<file path="src/rtl/asram_pkg.sv">
`timescale 1ns/1ps
package asram_pkg;

  typedef enum logic [2:0] {
    ST_IDLE,
    ST_RD,
    ST_TURN,
    ST_WPULSE,
    ST_WHOLD,
    ST_WTAIL
  } seq_state_t;

  typedef struct packed {
    logic ce_n;
    logic oe_n;
    logic we_n;
    logic drive;
  } pin_cmd_t;

  // Whole cycles covering a nanosecond limit, never fewer than one.
  function automatic int unsigned ns_to_cyc(input int unsigned ns, input int unsigned per);
    int unsigned c;
    c = (ns + per - 1) / per;
    return (c < 1) ? 1 : c;
  endfunction

  function automatic int unsigned umax(input int unsigned a, input int unsigned b);
    return (a > b) ? a : b;
  endfunction

  // Pin levels that belong to each sequencer state.
  function automatic pin_cmd_t pins_for(input seq_state_t s);
    pin_cmd_t p;
    p = '{ce_n: 1'b1, oe_n: 1'b1, we_n: 1'b1, drive: 1'b0};
    case (s)
      ST_RD:     begin p.ce_n = 1'b0; p.oe_n = 1'b0; end
      ST_WPULSE: begin p.ce_n = 1'b0; p.we_n = 1'b0; p.drive = 1'b1; end
      ST_WHOLD:  p.drive = 1'b1;
      default:   ;
    endcase
    return p;
  endfunction

endpackage

</file>
<file path="src/rtl/asram_wait_timer.sv">
`timescale 1ns/1ps
module asram_wait_timer #(
  parameter int CNT_W = 4
) (
  input  logic             clk,
  input  logic             rst,
  input  logic             load,
  input  logic [CNT_W-1:0] load_val,
  output logic             expired
);

  logic [CNT_W-1:0] cnt;

  always_ff @(posedge clk) begin
    if (rst) begin
      cnt <= '0;
    end else if (load) begin
      cnt <= load_val;
    end else if (cnt != '0) begin
      cnt <= cnt - 1'b1;
    end
  end

  assign expired = (cnt == '0);

endmodule

</file>
<file path="src/rtl/asram_seq.sv">
`timescale 1ns/1ps
module asram_seq
  import asram_pkg::*;
#(
  parameter int CNT_W   = 4,
  parameter int RD_CYC  = 14,
  parameter int WP_CYC  = 8,
  parameter int REC_CYC = 6
) (
  input  logic             clk,
  input  logic             rst,
  input  logic             req_valid,
  input  logic             req_write,
  input  logic             tmr_expired,
  output logic             req_ready,
  output seq_state_t       state_nxt,
  output logic             accept,
  output logic             tmr_load,
  output logic [CNT_W-1:0] tmr_val,
  output logic             fin_rd,
  output logic             fin_wr
);

  localparam int TAIL_LOAD = (REC_CYC > 1) ? REC_CYC - 2 : 0;
  localparam bit HAS_TAIL  = (REC_CYC > 1);

  seq_state_t state;

  always_ff @(posedge clk) begin
    if (rst) state <= ST_IDLE;
    else     state <= state_nxt;
  end

  assign req_ready = (state == ST_IDLE);

  always_comb begin
    state_nxt = state;
    accept    = 1'b0;
    tmr_load  = 1'b0;
    tmr_val   = '0;
    fin_rd    = 1'b0;
    fin_wr    = 1'b0;
    case (state)
      ST_IDLE: begin
        if (req_valid) begin
          accept   = 1'b1;
          tmr_load = 1'b1;
          if (req_write) begin
            state_nxt = ST_WPULSE;
            tmr_val   = CNT_W'(WP_CYC - 1);
          end else begin
            state_nxt = ST_RD;
            tmr_val   = CNT_W'(RD_CYC - 1);
          end
        end
      end
      ST_RD: begin
        if (tmr_expired) begin
          state_nxt = ST_TURN;
          fin_rd    = 1'b1;
        end
      end
      ST_TURN: state_nxt = ST_IDLE;
      ST_WPULSE: begin
        if (tmr_expired) state_nxt = ST_WHOLD;
      end
      ST_WHOLD: begin
        if (HAS_TAIL) begin
          state_nxt = ST_WTAIL;
          tmr_load  = 1'b1;
          tmr_val   = CNT_W'(TAIL_LOAD);
        end else begin
          state_nxt = ST_IDLE;
          fin_wr    = 1'b1;
        end
      end
      ST_WTAIL: begin
        if (tmr_expired) begin
          state_nxt = ST_IDLE;
          fin_wr    = 1'b1;
        end
      end
      default: state_nxt = ST_IDLE;
    endcase
  end

endmodule

</file>
<file path="src/rtl/asram_pin_drv.sv">
`timescale 1ns/1ps
module asram_pin_drv
  import asram_pkg::*;
#(
  parameter int AW = 11,
  parameter int DW = 8
) (
  input  logic          clk,
  input  logic          rst,
  input  seq_state_t    state_nxt,
  input  logic          accept,
  input  logic [AW-1:0] req_addr,
  input  logic [DW-1:0] req_wdata,
  input  logic          fin_rd,
  input  logic          fin_wr,
  input  logic [DW-1:0] mem_dq_in,
  output logic [AW-1:0] mem_addr,
  output logic          mem_ce_n,
  output logic          mem_oe_n,
  output logic          mem_we_n,
  output logic [DW-1:0] mem_dq_out,
  output logic          mem_dq_oe,
  output logic          rsp_done,
  output logic [DW-1:0] rsp_rdata
);

  pin_cmd_t cmd;
  assign cmd = pins_for(state_nxt);

  always_ff @(posedge clk) begin
    if (rst) begin
      mem_ce_n   <= 1'b1;
      mem_oe_n   <= 1'b1;
      mem_we_n   <= 1'b1;
      mem_dq_oe  <= 1'b0;
      mem_addr   <= '0;
      mem_dq_out <= '0;
      rsp_done   <= 1'b0;
      rsp_rdata  <= '0;
    end else begin
      mem_ce_n  <= cmd.ce_n;
      mem_oe_n  <= cmd.oe_n;
      mem_we_n  <= cmd.we_n;
      mem_dq_oe <= cmd.drive;
      if (accept) begin
        mem_addr   <= req_addr;
        mem_dq_out <= req_wdata;
      end
      rsp_done <= fin_rd | fin_wr;
      if (fin_rd) rsp_rdata <= mem_dq_in;
    end
  end

endmodule

</file>
<file path="src/rtl/asram_ctrl.sv">
`timescale 1ns/1ps
module asram_ctrl
  import asram_pkg::*;
#(
  parameter int AW            = 11,
  parameter int DW            = 8,
  parameter int CLK_PERIOD_NS = 5,
  parameter int T_AA_NS       = 70,
  parameter int T_OE_NS       = 35,
  parameter int T_RC_NS       = 70,
  parameter int T_WP_NS       = 40,
  parameter int T_DS_NS       = 30,
  parameter int T_WC_NS       = 70
) (
  input  logic          clk,
  input  logic          rst,
  input  logic          req_valid,
  output logic          req_ready,
  input  logic [AW-1:0] req_addr,
  input  logic          req_write,
  input  logic [DW-1:0] req_wdata,
  output logic          rsp_done,
  output logic [DW-1:0] rsp_rdata,
  output logic [AW-1:0] mem_addr,
  output logic          mem_ce_n,
  output logic          mem_oe_n,
  output logic          mem_we_n,
  output logic [DW-1:0] mem_dq_out,
  output logic          mem_dq_oe,
  input  logic [DW-1:0] mem_dq_in
);

  localparam int RD_CYC  = int'(umax(umax(ns_to_cyc(T_AA_NS, CLK_PERIOD_NS),
                                          ns_to_cyc(T_OE_NS, CLK_PERIOD_NS)),
                                     ns_to_cyc(T_RC_NS, CLK_PERIOD_NS)));
  localparam int WP_CYC  = int'(umax(ns_to_cyc(T_WP_NS, CLK_PERIOD_NS),
                                     ns_to_cyc(T_DS_NS, CLK_PERIOD_NS)));
  localparam int WC_CYC  = int'(ns_to_cyc(T_WC_NS, CLK_PERIOD_NS));
  localparam int REC_CYC = (WC_CYC - WP_CYC > 1) ? WC_CYC - WP_CYC : 1;
  localparam int MAX_CYC = int'(umax(umax(RD_CYC, WP_CYC), REC_CYC));
  localparam int CNT_W   = $clog2(MAX_CYC + 1);

  seq_state_t       state_nxt;
  logic             accept;
  logic             tmr_load;
  logic [CNT_W-1:0] tmr_val;
  logic             tmr_expired;
  logic             fin_rd;
  logic             fin_wr;

  asram_wait_timer #(.CNT_W(CNT_W)) u_timer (
    .clk      (clk),
    .rst      (rst),
    .load     (tmr_load),
    .load_val (tmr_val),
    .expired  (tmr_expired)
  );

  asram_seq #(
    .CNT_W   (CNT_W),
    .RD_CYC  (RD_CYC),
    .WP_CYC  (WP_CYC),
    .REC_CYC (REC_CYC)
  ) u_seq (
    .clk         (clk),
    .rst         (rst),
    .req_valid   (req_valid),
    .req_write   (req_write),
    .tmr_expired (tmr_expired),
    .req_ready   (req_ready),
    .state_nxt   (state_nxt),
    .accept      (accept),
    .tmr_load    (tmr_load),
    .tmr_val     (tmr_val),
    .fin_rd      (fin_rd),
    .fin_wr      (fin_wr)
  );

  asram_pin_drv #(.AW(AW), .DW(DW)) u_pins (
    .clk        (clk),
    .rst        (rst),
    .state_nxt  (state_nxt),
    .accept     (accept),
    .req_addr   (req_addr),
    .req_wdata  (req_wdata),
    .fin_rd     (fin_rd),
    .fin_wr     (fin_wr),
    .mem_dq_in  (mem_dq_in),
    .mem_addr   (mem_addr),
    .mem_ce_n   (mem_ce_n),
    .mem_oe_n   (mem_oe_n),
    .mem_we_n   (mem_we_n),
    .mem_dq_out (mem_dq_out),
    .mem_dq_oe  (mem_dq_oe),
    .rsp_done   (rsp_done),
    .rsp_rdata  (rsp_rdata)
  );

endmodule

</file>
<file path="config.mk">
export PLATFORM = sky130hd
export DESIGN_NAME = asram_ctrl
export DESIGN_NICKNAME = d
export VERILOG_FILES = /design/src/rtl/asram_pkg.sv /design/src/rtl/asram_wait_timer.sv /design/src/rtl/asram_seq.sv /design/src/rtl/asram_pin_drv.sv /design/src/rtl/asram_ctrl.sv
export SDC_FILE = /design/constraint.sdc
export NUM_CORES = 1
export LEC_CHECK = 0
export ABC_AREA = 0
export CORE_MARGIN = 5
export CORE_UTILIZATION = 33
export DETAILED_ROUTE_END_ITERATION = 10
export HOLD_SLACK_MARGIN = 0.06
export PLACE_DENSITY = 0.72
export SYNTH_ARGS = -nofsm -noshare
export SYNTH_HDL_FRONTEND = slang
export SYNTH_SLANG_ARGS = --single-unit
</file>
<file path="constraint.sdc">
create_clock -name clk -period 1.7 [get_ports clk]
set_input_delay 0.255 -clock clk [delete_from_list [all_inputs] [get_ports clk]]
set_output_delay 0.255 -clock clk [all_outputs]
set_load 0.1 [all_outputs]
</file>
==> results.py <==
metrics = {
    "layout": {
        "layout_commonest_cell": "nand2_1",
        "antenna_cells_inserted": 0,
        "final_layout_size_suffix_gt1_frac": 0.248,
        "mostFrequentLayoutCells": "42 x nand2_1, 39 x dfxtp_1, 34 x buf_12",
        "instances_no_fill": 308,
        "layout-area-overhead-vs-synth_pct": 77.4,
        "nets": 285,
    },
    "timing": {
        "report.final.slew_viol_count": 0,
        "fmax_ghz": 0.626,
        "timing.final.crit_period_ps": 1600,
        "hold_viol_final": 0,
        "timing.final.crit_share": 0.940,
        "timing_worst_slew_pin_value_ps": 512,
        "slew_headroom": 0.657,
        "rsz0062_at_grt": "no",
        "setup_viol": 0,
        "fin_worst_skew_ps": 7.54,
    },
    "synth": {
        "netlist_instances": 185,
        "yosysUniqueCellTypes": 35,
        "synthesized_area_fraction_occupied_by_ao_oa_aoi_and_oai_cells": 0.200,
        "share_of_cell_area_taken_by_muxes_after_synthesis": 0.00713,
        "ys.flop_type": "dfxtp_1",
        "synth_edf_count": 0,
        "adder_and_majority_gate_portion_of_the_synthesized_area": 0.00792,
        "simple_logic_cell_fraction_of_the_synthesized_area": 0.236,
        "synth_seq_cells": 39,
        "yosys_warnings": 0,
        "synth_area_um2": 1580,
        "combinational_family_with_the_most_area_after_synthesis": "simple AND/OR/NAND/NOR gates",
        "synth-xor-area-share": 0,
        "syn_nets": 217,
        "syn-mean-instance-area_um2": 8.54,
        "synth.yosys.seq_area_share": 0.494,
        "ys_async_sr_fraction": 0,
    },
    "placement": {
        "gp_congestion": 0.840,
        "dp.final_hpwl_um": 3070,
        "port_buffers": 63,
        "place.detailed.instances": 300,
    },
    "min_path": {
        "worstHoldPathType": "reg -> reg",
    },
    "cts": {
        "worstSkewPairLatency_ps": 290,
        "tritoncts": "done",
        "cts.root.buffer_cell": "clkbuf_8",
        "cts_buffers": 5,
        "cts-hold-fix-buffers": 0,
        "cts_clk_pin_slew_worst_paths_ps": 70,
        "ctsLongestPathBuffers": 2,
        "clock_tree.htree_level_count": 2,
        "cts_num_sinks": 39,
    },
    "drt": {
        "via_per_inst": 4.82,
        "antenna_left": 0,
        "detail_route.drc_violations": 0,
        "vias": 1485,
        "wl_um": 4090,
        "wl_per_cell_um": 13.3,
        "drt_pre_antenna_iters": 4,
        "initialDrtViolationCount": 118,
    },
    "global_routing": {
        "grt_pass1_wl_um": 6670,
        "first_global_vias": 1460,
        "overflow": 0,
        "initial_antenna_violation_count": 0,
        "grt_max_degree": 21,
        "grt_util_all_layers": 0.136,
    },
    "floorplanning": {
        "start_util": 0.337,
        "die_h_um": 79.2,
        "design.die.area_um2": 6270,
        "pin_count": 64,
        "rows": 25,
        "die_x_um": 79.2,
        "core_um2": 4690,
    },
    "power_and_ir_drop": {
        "total_power_mw": 3.96,
        "power.density_nw_per_um2": 1410,
        "cellLeakagePower_nw": 1.06,
        "vdd_drop_max_mv": 0.871,
    },
    "critical_path": {
        "worst-setup-path-type": "reg -> out",
        "cp_data_required_time_ps": 1440,
        "crit_path_max_fanout": 10,
        "start_kind": "register",
        "end_kind": "output port",
        "arrival_ps": 1340,
    },
    "outcome": {
        "result_of_the_run": "completed",
    },
    "flow_run": {
        "cap_viol_max_count": 0,
    },
}
-- sequential cells by signal, indices dropped and copies added, names as in the netlist --
name               cells
u_pins.mem_addr       11
u_pins.mem_dq_out      8
u_pins.rsp_rdata       8
u_timer.cnt            4
u_seq.state            3
u_pins.mem_ce_n        1
u_pins.mem_dq_oe       1
u_pins.mem_oe_n        1
u_pins.mem_we_n        1
u_pins.rsp_done        1
-- synth_stat cells, types with 2 or more instances --
library cell	n	area, µm²
nand3_1	9	45.0
buf_6	2	22.5
nand3b_1	2	15.0
or3b_1	3	26.3
nand2b_1	2	12.5
o22ai_1	3	18.8
clkbuf_1	5	18.8
o21a_1	2	15.0
nand2_1	42	158
nor3_1	2	10.0
nor2_1	5	18.8
a211oi_1	3	22.5
inv_1	3	11.3
a21oi_1	30	150
dfxtp_1	39	781
o21ai_0	9	45.0
buf_2	6	30.0
-- stage by stage --
step	utilization	setup WS, ps	hold WS, ps	cell area (µm²)	setup TNS [ps]
floorplan	-	183	391	1590	0
global placement	0.563	-25.9	479	2640	-25.9
detailed placement	0.563	-52.0	484	2640	-104
CTS	0.593	32.9	495	2780	0
global route	0.597	7.90	510	2800	0
finish	0.597	102	492	2800	0
-- worst max-delay path, cell delays in order (launching register included) --
cell and delay, ps:
dfxtp_1 430, or2_4 340, nor2_4 110, buf_12 180
-- what timing repair did --
action / CTS / global route
endpoints found under the hold margin: 0 / 0
resized for setup: 1 / 5
setup endpoints to repair: 1 / 10
buffers inserted: 0 / 0
-- power by group --
group	switching (mW)	internal (mW)	total [mW]
Sequential	0.150	1.04	1.19
Combinational	1.12	0.739	1.86
Clock	0.320	0.587	0.907
Total	1.59	2.37	3.96
-- worst paths after layout --
check                                        start                  end  slack (ps)  cells past startpoint
worst max-delay path                u_seq.state[1]            req_ready         100                      3
worst min-delay path            u_pins.mem_addr[4]   u_pins.mem_addr[4]         490                      2
worst max register to register      u_timer.cnt[1]  u_pins.rsp_rdata[5]         140                      6
worst min register to register  u_pins.mem_addr[4]   u_pins.mem_addr[4]         490                      2
-- final cells by class --
type                            instances  area [µm²]
Multi-Input combinational cell        129         747
Inverter                                3        11.3
Sequential cell                        39         781
Clock buffer                            6        72.6
Tap cell                               54        67.6
Fill cell                             402        1890
Timing Repair Buffer                   75        1060
Clock inverter                          2        60.1
-- logic make-up (layout without fill, tap and decap cells) --
kind of cell,count (synthesis),count (layout)
adder cells (fa/ha/maj),1,1
buffers and inverters,17,86
flip-flops,39,39
AO/OA/AOI/OAI,54,54
multiplexers,1,1
AND/OR/NAND/NOR,73,73
-- per-layer routing --
layer  track usage  part of all wire  up-vias
li1              -                 -      777
met1         0.155              0.43      664
met3        0.0442             0.068        6
met2         0.229              0.48       38
met4        0.0619             0.019        0
met5             0                 0        -
No activity file was read; power rests on OpenSTA's default activity.
